`config.mk`:
```
export PLATFORM = sky130hd
export DESIGN_NAME = aclink_cmd_engine
export DESIGN_NICKNAME = d
export VERILOG_FILES = /design/src/rtl/aclink_pkg.sv /design/src/rtl/acl_regs.sv /design/src/rtl/acl_frame.sv /design/src/rtl/acl_cmd.sv /design/src/rtl/aclink_cmd_engine.sv
export SDC_FILE = /design/constraint.sdc
export NUM_CORES = 1
export LEC_CHECK = 0
export ABC_AREA = 0
export ABC_CLOCK_PERIOD_IN_PS = 2200
export BUFFER_PORTS_ARGS = -buffer_cell sky130_fd_sc_hd__clkbuf_2
export CAP_MARGIN = 30
export CORE_ASPECT_RATIO = 1.75
export CORE_MARGIN = 5
export CORE_UTILIZATION = 53
export CTS_BUF_LIST = sky130_fd_sc_hd__clkbuf_4 sky130_fd_sc_hd__clkbuf_8
export DETAILED_ROUTE_END_ITERATION = 7
export HOLD_SLACK_MARGIN = 0.15
export PLACE_DENSITY = 0.78
export SLEW_MARGIN = 20
export SYNTH_ARGS = -nofsm -noshare
export SYNTH_HDL_FRONTEND = slang
export SYNTH_SLANG_ARGS = --single-unit
```
`constraint.sdc`:
```
create_clock -name clk -period 2.2 [get_ports clk]
set_input_delay 0.22 -clock clk [delete_from_list [all_inputs] [get_ports clk]]
set_output_delay 0.22 -clock clk [all_outputs]
set_load 0.1 [all_outputs]
```
`src/rtl/aclink_pkg.sv`:
```
package aclink_pkg;
  localparam int AW      = 5;
  localparam int CNT_W   = 8;
  localparam int SLOT_W  = 20;
  localparam int CFG_W   = 23;

  localparam logic [AW-1:0] A_CFG  = 5'h00;
  localparam logic [AW-1:0] A_STAT = 5'h04;
  localparam logic [AW-1:0] A_DATA = 5'h08;
  localparam logic [AW-1:0] A_CMD  = 5'h0C;
  localparam logic [AW-1:0] A_EN   = 5'h10;

  // frame positions (bit 0 of a frame is the tag MSB)
  localparam logic [CNT_W-1:0] P_FRAME_LAST = 8'd255;
  localparam logic [CNT_W-1:0] P_SLOT0_END  = 8'd16;
  localparam logic [CNT_W-1:0] P_TAG_LAST   = 8'd2;
  localparam logic [CNT_W-1:0] P_S2V        = 8'd2;
  localparam logic [CNT_W-1:0] P_S1_END     = 8'd36;
  localparam logic [CNT_W-1:0] P_S1_LAST    = 8'd35;
  localparam logic [CNT_W-1:0] P_S2_END     = 8'd56;
  localparam logic [CNT_W-1:0] P_S2_LAST    = 8'd55;
  localparam logic [CNT_W-1:0] P_READY      = 8'd0;
endpackage

```
`src/rtl/acl_regs.sv`:
```
module acl_regs
  import aclink_pkg::*;
(
  input  logic              clk,
  input  logic              rst,
  input  logic              host_sel,
  input  logic              host_wr,
  input  logic [AW-1:0]     host_addr,
  input  logic [31:0]       host_wdata,
  output logic [31:0]       host_rdata,
  input  logic [3:0]        fifo_err_evt,
  input  logic [3:0]        fifo_level,
  input  logic              pend,
  input  logic              ready,
  input  logic [15:0]       resp,
  output logic              active,
  output logic              cfg_rst,
  output logic              cfg_gate,
  output logic              cfg_sctl,
  output logic              cmd_wr
);
  logic [CFG_W-1:0] cfg_q;
  logic [1:0]       en_q;
  logic [3:0]       err_q;
  logic             wr_stb, rd_stb, stat_wr;
  logic [3:0]       err_clr;
  logic [31:0]      stat_w;

  assign wr_stb  = host_sel & host_wr;
  assign rd_stb  = host_sel & ~host_wr;
  assign stat_wr = wr_stb && (host_addr == A_STAT);
  assign err_clr = stat_wr ? host_wdata[11:8] : 4'b0;
  assign cmd_wr  = wr_stb && (host_addr == A_CMD);

  assign active   = en_q[0] & ~en_q[1];
  assign cfg_rst  = cfg_q[0];
  assign cfg_sctl = cfg_q[1];
  assign cfg_gate = cfg_q[2];

  assign stat_w = {20'b0, err_q, ready, pend, 1'b0, fifo_level[3:2], 1'b0, fifo_level[1:0]};

  always_ff @(posedge clk) begin
    if (rst) begin
      cfg_q      <= '0;
      en_q       <= 2'b10;
      err_q      <= '0;
      host_rdata <= '0;
    end else begin
      if (wr_stb && host_addr == A_CFG) cfg_q <= host_wdata[CFG_W-1:0];
      if (wr_stb && host_addr == A_EN)  en_q  <= host_wdata[1:0];
      err_q <= (err_q & ~err_clr) | fifo_err_evt;
      if (rd_stb) begin
        unique case (host_addr)
          A_CFG:   host_rdata <= {{(32-CFG_W){1'b0}}, cfg_q};
          A_STAT:  host_rdata <= stat_w;
          A_CMD:   host_rdata <= {16'b0, resp};
          A_EN:    host_rdata <= {30'b0, en_q};
          default: host_rdata <= '0;
        endcase
      end
    end
  end

  p_sticky_hold_r9: assert property (@(posedge clk) disable iff (rst)
    1'b1 |=> ((err_q & $past(err_q & ~err_clr)) == $past(err_q & ~err_clr)));
endmodule

```
`src/rtl/acl_frame.sv`:
```
module acl_frame
  import aclink_pkg::*;
(
  input  logic             clk,
  input  logic             rst,
  input  logic             active,
  input  logic             gate,
  input  logic             sctl,
  input  logic             want_send,
  input  logic             cmd_rd,
  input  logic [6:0]       cmd_idx,
  input  logic [15:0]      cmd_data,
  output logic             link_sync,
  output logic             link_sdout,
  output logic [CNT_W-1:0] pos_q,
  output logic             pos_vld,
  output logic             frame_end,
  output logic             send_q
);
  logic [CNT_W-1:0]  bit_cnt;
  logic              send_now, out_bit;
  logic [SLOT_W-1:0] s1, s2;
  logic [CNT_W-1:0]  off1, off2;

  assign send_now  = (bit_cnt == '0) ? want_send : send_q;
  assign frame_end = active && (bit_cnt == P_FRAME_LAST);
  assign s1   = {cmd_rd, cmd_idx, 12'b0};
  assign s2   = cmd_rd ? '0 : {cmd_data, 4'b0};
  assign off1 = P_S1_LAST - bit_cnt;
  assign off2 = P_S2_LAST - bit_cnt;

  always_comb begin
    if (bit_cnt < P_SLOT0_END)   out_bit = send_now && (bit_cnt <= P_TAG_LAST);
    else if (bit_cnt < P_S1_END) out_bit = send_now && s1[off1[4:0]];
    else if (bit_cnt < P_S2_END) out_bit = send_now && s2[off2[4:0]];
    else                         out_bit = 1'b0;
  end

  always_ff @(posedge clk) begin
    if (rst) begin
      bit_cnt    <= '0;
      send_q     <= 1'b0;
      link_sync  <= 1'b0;
      link_sdout <= 1'b0;
      pos_q      <= '0;
      pos_vld    <= 1'b0;
    end else begin
      bit_cnt    <= active ? bit_cnt + 1'b1 : '0;
      send_q     <= active & send_now;
      link_sdout <= active & out_bit;
      link_sync  <= active & (gate ? sctl : (bit_cnt < P_SLOT0_END));
      pos_q      <= bit_cnt;
      pos_vld    <= active;
    end
  end

  p_idle_quiet_r13: assert property (@(posedge clk) disable iff (rst)
    !active |=> (!link_sync && !link_sdout));
  p_sync_forced_r12: assert property (@(posedge clk) disable iff (rst)
    (active && gate && sctl) |=> link_sync);
endmodule

```
`src/rtl/acl_cmd.sv`:
```
module acl_cmd
  import aclink_pkg::*;
#(
  parameter int REPLY_FRAMES = 4
) (
  input  logic             clk,
  input  logic             rst,
  input  logic             active,
  input  logic             cmd_wr,
  input  logic [31:0]      wdata,
  input  logic             frame_end,
  input  logic             send_q,
  input  logic [CNT_W-1:0] pos_q,
  input  logic             pos_vld,
  input  logic             sdin,
  input  logic             cfg_rst,
  output logic             pend,
  output logic             want_send,
  output logic             cmd_rd,
  output logic [6:0]       cmd_idx,
  output logic [15:0]      cmd_data,
  output logic [15:0]      resp,
  output logic             ready
);
  localparam int WC_W = (REPLY_FRAMES > 1) ? $clog2(REPLY_FRAMES) : 1;
  localparam logic [WC_W-1:0] WC_LAST = WC_W'(REPLY_FRAMES - 1);

  logic              sent, s2v, accept;
  logic [WC_W-1:0]   wait_cnt;
  logic [SLOT_W-1:0] sr;

  assign accept    = cmd_wr && !pend && active;
  assign want_send = pend && !sent;

  always_ff @(posedge clk) begin
    if (rst) begin
      pend <= 1'b0; sent <= 1'b0; s2v <= 1'b0; wait_cnt <= '0; sr <= '0;
      cmd_rd <= 1'b0; cmd_idx <= '0; cmd_data <= '0; resp <= '0; ready <= 1'b0;
    end else begin
      sr <= {sr[SLOT_W-2:0], sdin};
      if (pos_vld && pos_q == P_S2V) s2v <= sdin;
      if (cfg_rst) ready <= 1'b0;
      else if (pos_vld && pos_q == P_READY && sdin) ready <= 1'b1;

      if (!active) begin
        pend <= 1'b0;
        sent <= 1'b0;
      end else if (accept) begin
        pend     <= 1'b1;
        sent     <= 1'b0;
        cmd_rd   <= wdata[7];
        cmd_idx  <= wdata[6:0];
        cmd_data <= wdata[31:16];
        resp     <= '0;
      end else if (frame_end && send_q) begin
        if (cmd_rd) begin
          sent     <= 1'b1;
          wait_cnt <= '0;
        end else pend <= 1'b0;
      end else if (sent && pos_vld && pos_q == P_S2_LAST && s2v) begin
        resp <= sr[SLOT_W-2:3];
        pend <= 1'b0;
        sent <= 1'b0;
      end else if (sent && frame_end) begin
        if (wait_cnt == WC_LAST) begin
          resp <= 16'hFFFF;
          pend <= 1'b0;
          sent <= 1'b0;
        end else wait_cnt <= wait_cnt + 1'b1;
      end
    end
  end

  p_resp_hold_r8: assert property (@(posedge clk) disable iff (rst)
    (!pend && !cmd_wr) |=> $stable(resp));
  p_ready_clear_r11: assert property (@(posedge clk) disable iff (rst)
    cfg_rst |=> !ready);
  p_pend_source_r3: assert property (@(posedge clk) disable iff (rst)
    $rose(pend) |-> $past(cmd_wr));
endmodule

```
`src/rtl/aclink_cmd_engine.sv`:
```
module aclink_cmd_engine
  import aclink_pkg::*;
#(
  parameter int REPLY_FRAMES = 4
) (
  input  logic          clk,
  input  logic          rst,
  input  logic          host_sel,
  input  logic          host_wr,
  input  logic [4:0]    host_addr,
  input  logic [31:0]   host_wdata,
  output logic [31:0]   host_rdata,
  input  logic [3:0]    fifo_err_evt,
  input  logic [3:0]    fifo_level,
  output logic          link_sync,
  output logic          link_sdout,
  input  logic          link_sdin,
  output logic          link_rst_n
);
  logic             active, cfg_rst, cfg_gate, cfg_sctl, cmd_wr;
  logic             pend, ready, want_send, cmd_rd, frame_end, send_q, pos_vld;
  logic [6:0]       cmd_idx;
  logic [15:0]      cmd_data, resp;
  logic [CNT_W-1:0] pos_q;

  assign link_rst_n = ~cfg_rst;

  acl_regs i_regs (
    .clk, .rst, .host_sel, .host_wr, .host_addr, .host_wdata, .host_rdata,
    .fifo_err_evt, .fifo_level, .pend, .ready, .resp,
    .active, .cfg_rst, .cfg_gate, .cfg_sctl, .cmd_wr
  );

  acl_frame i_frame (
    .clk, .rst, .active, .gate(cfg_gate), .sctl(cfg_sctl), .want_send,
    .cmd_rd, .cmd_idx, .cmd_data, .link_sync, .link_sdout,
    .pos_q, .pos_vld, .frame_end, .send_q
  );

  acl_cmd #(.REPLY_FRAMES(REPLY_FRAMES)) i_cmd (
    .clk, .rst, .active, .cmd_wr, .wdata(host_wdata), .frame_end, .send_q,
    .pos_q, .pos_vld, .sdin(link_sdin), .cfg_rst, .pend, .want_send,
    .cmd_rd, .cmd_idx, .cmd_data, .resp, .ready
  );
endmodule

```
Yosys cells after proc, flatten, opt, wreduce, memory -nomap -nowiden
Cells that the tools add are included.

storage, ports and cells
  logic and storage cells = 125
  register bits = 146
  output and inout port bits = 35

cells by class
  add/sub/neg operators = 4
  multiplexer cells = 30
  bitwise operators = 14
  eq/ne operators = 12
  order comparisons = 6
  reductions and logical operators = 39

operators by type and width
  operator               count
  $pmux W23 S4           1
  $mux W16               5
  $mux W20               1
  $logic_and A1 B1 Y1    19
  $logic_not A8 Y1       2
  $lt A8 B6 Y1 const B   2
  $mux W1                15
  $lt A5 B6 Y1 const B   2
  $reduce_bool A3 Y1     4
  $bmux W1 S5            2
  $mux W2                5
  $add A8 B1 Y8 const B  1
  $eq A8 B2 Y1 const B   1
  $eq A8 B6 Y1 const B   1
  $eq A8 B8 Y1 const B   1
  $le A8 B2 Y1 const B   1
  $lt A8 B5 Y1 const B   1
  $ne A2 B1 Y1 const B   4
  $reduce_bool A4 Y1     2
  $and A1 B1 Y1          6
  $reduce_and A3 Y1      2
  $reduce_and A6 Y1      1
  $eq A5 B3 Y1 const B   1
  $eq A5 B4 Y1 const B   1
  18 further kinds       24

Logic depth before layout (Yosys ltp)
  depth after elaboration = 8
  gate-level depth with buffers = 9
  depth with buffers taken out = 7

By module
Synthesis repeated with hierarchy kept, for this count alone.

second synthesis, totals
  cells, all modules = 653
  area, all modules = 5980.7 µm²

modules (own cells, without submodules)
  module             seq. area each (µm²)  cells each  area each (µm²)  instances
  acl_regs           1041.0                302         2613.8           1
  acl_cmd            1301.2                248         2328.5           1
  acl_frame          400.4                 102         1034.7           1
  aclink_cmd_engine  0.0                   1           3.8              1

Worst setup path before layout
Ideal clock, no wire load.

  path kind = register -> register
  start point = register i_frame.bit_cnt[2]
  end point = register i_frame.link_sdout
  clock period less this slack = 2.081 ns
  required time = 2.130 ns
  slack = 0.119 ns
  data arrival time = 2.012 ns
  stages on the path, launching flop included = 8
  library setup time = 0.070 ns
  buffers on the path = 0
  path through = dfxtp_1 > inv_1 > ha_1 > xor2_1 > or4b_1 > a2111oi_0 > a2111oi_0 > a21oi_1

on the way
  cells in the longest elaborated chain, start to end = 8
  elaborated cells between the ends (all ways) = 19

ends and longest elaborated chain
  what                           line             source
  start: declaration             acl_frame.sv:20  logic [CNT_W-1:0] bit_cnt;
  start signal: assignment       acl_frame.sv:48  bit_cnt <= active ? bit_cnt + 1'b1 : '0;
  $sub A5 B5 Y5                  acl_frame.sv:30  assign off2 = P_S2_LAST - bit_cnt;
  $bmux W1 S5                    acl_frame.sv:35  else if (bit_cnt < P_S2_END) out_bit = send_now && s2[off2[4:0]];
  $mux W1 (implied by the code)  acl_frame.sv:35
  $logic_and A1 B1 Y1            acl_frame.sv:35
  $mux W1                        acl_frame.sv:35
  $mux W1                        acl_frame.sv:34  else if (bit_cnt < P_S1_END) out_bit = send_now && s1[off1[4:0]];
  $mux W1 *                      acl_frame.sv:33  if (bit_cnt < P_SLOT0_END) out_bit = send_now && (bit_cnt <= P_TAG_LAST);
  $and A1 B1 Y1 *                acl_frame.sv:50  link_sdout <= active & out_bit;
  end signal: assignment         acl_frame.sv:50
  end: declaration               acl_frame.sv:14  output logic link_sdout,

Mark *: on every way between the ends. The rest lies on a longest branch, timed or not. The select of a mux whose other input is x is not followed.
A chain may end at the register's enable or synchronous reset.

Final worst setup path
Ends and elaborated chain as after synthesis.

==> results.sh <==
export IMPL_status="complete, no violations"
export IMPL_route_detailed_drc=0
export IMPL_finalMaxSlewViolations=0
export IMPL_fin_tns_setup_ns=0
export IMPL_syn_mean_instance_area_um2=8.980
export IMPL_slew_headroom_pct=57.34
export IMPL_grtUsageMet3_pct=5.701
export IMPL_grt_max_degree=106
export IMPL_cts_buffers=17
export IMPL_dp_cells=791
export IMPL_whs_ns=0.1904
export IMPL_grt_util_all_layers_pct=24.81
export IMPL_dp_worst_setup_slack_ns=0.02923
export IMPL_numPortBuffers=75
export IMPL_leakagePower_nw=2.608
export IMPL_cp_max_fo=6
export IMPL_cts_root_buf="clkbuf_8"
export IMPL_final_antenna_net_count=0
export IMPL_routabilityCongestion=0.8688
export IMPL_fin_area_um2=6870
export IMPL_ys_seq_elements=137
export IMPL_die_w_um=86.91
export IMPL_drt_iter0_markers=287
export IMPL_drive_gt1_share_pct=19.76
export IMPL_cts_sinks=137
export IMPL_cts_clk_slew_worst_paths_ns=0.08
export IMPL_p_per_area_nw_per_um2=734.7
export IMPL_fp_row_count=49
export IMPL_worstMarginPinSlew_ns=0.6361
export IMPL_async_flop_share_pct=0
export IMPL_placement_cell_area_um2=5972
export IMPL_use_met2_pct=43.89
export IMPL_setup_ws_ns=0.1485
export IMPL_fin_skew_ns=0.01111
export IMPL_max_freq_mhz=487.4
export IMPL_vias=5001
export IMPL_finish_net_count=783
export IMPL_first_global_vias=5080
export IMPL_syn_area_um2=5487
export IMPL_grt_ovfl_total=0
export IMPL_critPathLaunchType="flip-flop"
export IMPL_yosysUniqueCellTypes=53
export IMPL_top_usage_layer="met2"
export IMPL_design_core_area_um2=10240
export IMPL_grt_pass1_wl_um=24160
export IMPL_rrSetupSlack_ns=0.15
export IMPL_routed_wl_um=14840
export IMPL_fp_dieH_um=144.6
export IMPL_antenna_cells=0
export IMPL_required_ns=2.56
export IMPL_dp_hpwl_um=9919
export IMPL_die_area_um2=12570
export IMPL_syn_inst=611
export IMPL_syn2layout_area_growth_pct=25.22
export IMPL_clk_insertion_delay_late_ns=0.43
export IMPL_yosysWarningCount=0
export IMPL_post_route_period_util_pct=93.25
export IMPL_cp_arrival_ns=2.41
export IMPL_antenna_found_initial=0
export IMPL_initial_core_util_pct=53.59
export IMPL_hold_violations=0
export IMPL_tritoncts="yes"
export IMPL_cts_max_path_buffers=2
export IMPL_crit_type="flip-flop to flip-flop"
export IMPL_h_tree_depth=4
export IMPL_globalRouteMet1Util_pct=25.72
export IMPL_seq_area_frac_synth_pct=49.99
export IMPL_hp_class="primary input to flip-flop"
export IMPL_via_per_inst=5.775
export IMPL_ys_flop_type="dfxtp_1"
export IMPL_synth_edf_count=0
export IMPL_maxCapViolations=0
export IMPL_setup_violations=0
export IMPL_fin_crit_ns=2.052
export IMPL_peakVddDrop_mv=0.6044
export IMPL_io_pins=85
export IMPL_post_layout_nonfiller_instances=866
export IMPL_rsz0062_at_grt="false"
export IMPL_wl_per_cell_um=17.13
export IMPL_first_pass_iters=5
export IMPL_end_kind="flip-flop"
## per-stage QoR
step / util [%] / total power [mW]
after floorplan: - / 2.706
after CTS: 66.78 / 5.064
after global routing: 67.10 / 5.215
after global placement: 58.33 / 2.767
final: 67.10 / 5.047
after detailed placement: 58.33 / 2.768
## area by class of cell
type	instances	area, um^2
clock buffers	20	275.3
clock inverters	12	170.2
fillers	781	3368
inverters	12	45.04
multi-input cells	416	2472
flip-flops and latches	137	2745
well taps	127	158.9
repair buffers	142	1003
## what timing repair did
action / 4_1_cts / 5_1_grt
endpoints found under the setup margin: 0 / 17
resized for setup: 0 / 7
hold buffers: 42 / 0
setup buffers: 0 / 0
hold endpoints to repair: 56 / 0
## cell usage in the layout (no fill, tap or decap), drive strengths merged, types with 2 or more instances in the layout
| cell | count |
|---|---|
| a2111oi | 3 |
| a21oi | 80 |
| a221oi | 2 |
| a222oi | 8 |
| a22oi | 6 |
| a2bb2oi | 16 |
| and3 | 4 |
| buf | 26 |
| bufinv | 4 |
| clkbuf | 94 |
| clkinv | 6 |
| conb | 9 |
| dfxtp | 137 |
| dlygate4sd3 | 42 |
| ha | 7 |
| inv | 13 |
| mux2i | 7 |
| mux4 | 6 |
| nand2 | 119 |
| nand2b | 3 |
| nand3 | 12 |
| nand3b | 2 |
| nand4 | 10 |
| nor2 | 43 |
| nor2b | 25 |
| nor3 | 7 |
| o21ai | 3 |
| o2bb2ai | 16 |
| or3 | 2 |
| or4 | 3 |
| or4b | 2 |
| xnor2 | 3 |
| xor2 | 3 |
## worst paths after layout
kind / start / to / cells past startpoint
worst max register to register: i_frame.bit_cnt[2] / i_frame.link_sdout / 7
worst min-delay path: fifo_level[1] / i_regs.host_rdata[1] / 4
worst min register to register: i_cmd.cmd_idx[5] / i_cmd.cmd_idx[5] / 2
worst max-delay path: i_frame.bit_cnt[2] / i_frame.link_sdout / 7
## report_power, final
| group | internal (mW) | leakage (nW) | switching, mW | total [mW] |
|---|---|---|---|---|
| registers | 2.49 | 1.11 | 0.00561 | 2.49 |
| clock network | 1.32 | 0.229 | 0.942 | 2.26 |
| logic | 0.109 | 1.27 | 0.181 | 0.290 |
| total | 3.92 | 2.61 | 1.13 | 5.05 |
## flip-flops by register name, summed over array words and instances (netlist names)
| register | flops |
|---|---|
| i_frame.send_q | 1 |
| i_regs.cfg_q | 23 |
| i_frame.pos_q | 8 |
| i_cmd.cmd_data | 16 |
| i_regs.err_q | 4 |
| i_frame.link_sync | 1 |
| i_frame.pos_vld | 1 |
| i_frame.link_sdout | 1 |
| i_cmd.cmd_idx | 7 |
| i_cmd.sent | 1 |
| i_cmd.resp | 16 |
| i_regs.host_rdata | 23 |
| i_cmd.pend | 1 |
| i_frame.bit_cnt | 8 |
| i_cmd.wait_cnt | 2 |
| i_cmd.sr | 19 |
| i_cmd.cmd_rd | 1 |
| i_cmd.s2v | 1 |
| i_cmd.ready | 1 |
| i_regs.en_q | 2 |
## per-layer routing
layer | vias up | wire length, um | part of all wire [%]
met5 | - | 0 | 0
li1 | 2345 | - | -
met2 | 254 | 7808 | 53
met4 | 0 | 882 | 5.9
met3 | 76 | 909 | 6.1
met1 | 2326 | 5236 | 35
## synthesized netlist by cell type, types with 6 or more instances
master / count / area (um^2)
a21oi_1: 80 / 400.4
a222oi_1: 8 / 80.08
a22oi_1: 6 / 45.04
a2bb2oi_1: 16 / 140.1
buf_2: 10 / 50.05
buf_4: 10 / 75.07
clkbuf_1: 27 / 101.4
dfxtp_1: 137 / 2743
ha_1: 7 / 87.58
inv_1: 12 / 45.04
mux2i_1: 7 / 70.07
nand2_1: 119 / 446.7
nand3_1: 12 / 60.06
nand4_1: 10 / 62.56
nor2_1: 43 / 161.4
nor2b_1: 25 / 156.4
o2bb2ai_1: 16 / 140.1
## cells by family after synthesis
| group | share of synthesized area [%] |
|---|---|
| simple gates | 20.07 |
| compound gates | 17.38 |
| flops | 49.99 |
| buf+inv | 5.861 |
| mux | 4.082 |
| fa+ha+maj | 1.596 |
| xor+xnor | 0.9580 |
| other cells | 0.06835 |
## critical path, cell delays in order, from the launching register on
cell and delay (ns):
dfxtp_2 0.37, inv_1 0.07, ha_2 0.21, xor2_1 0.16, or4b_1 0.53, a2111oi_2 0.36, a2111oi_0 0.11, a21oi_1 0.17
Note: power is estimated with default switching activity, not from simulation.
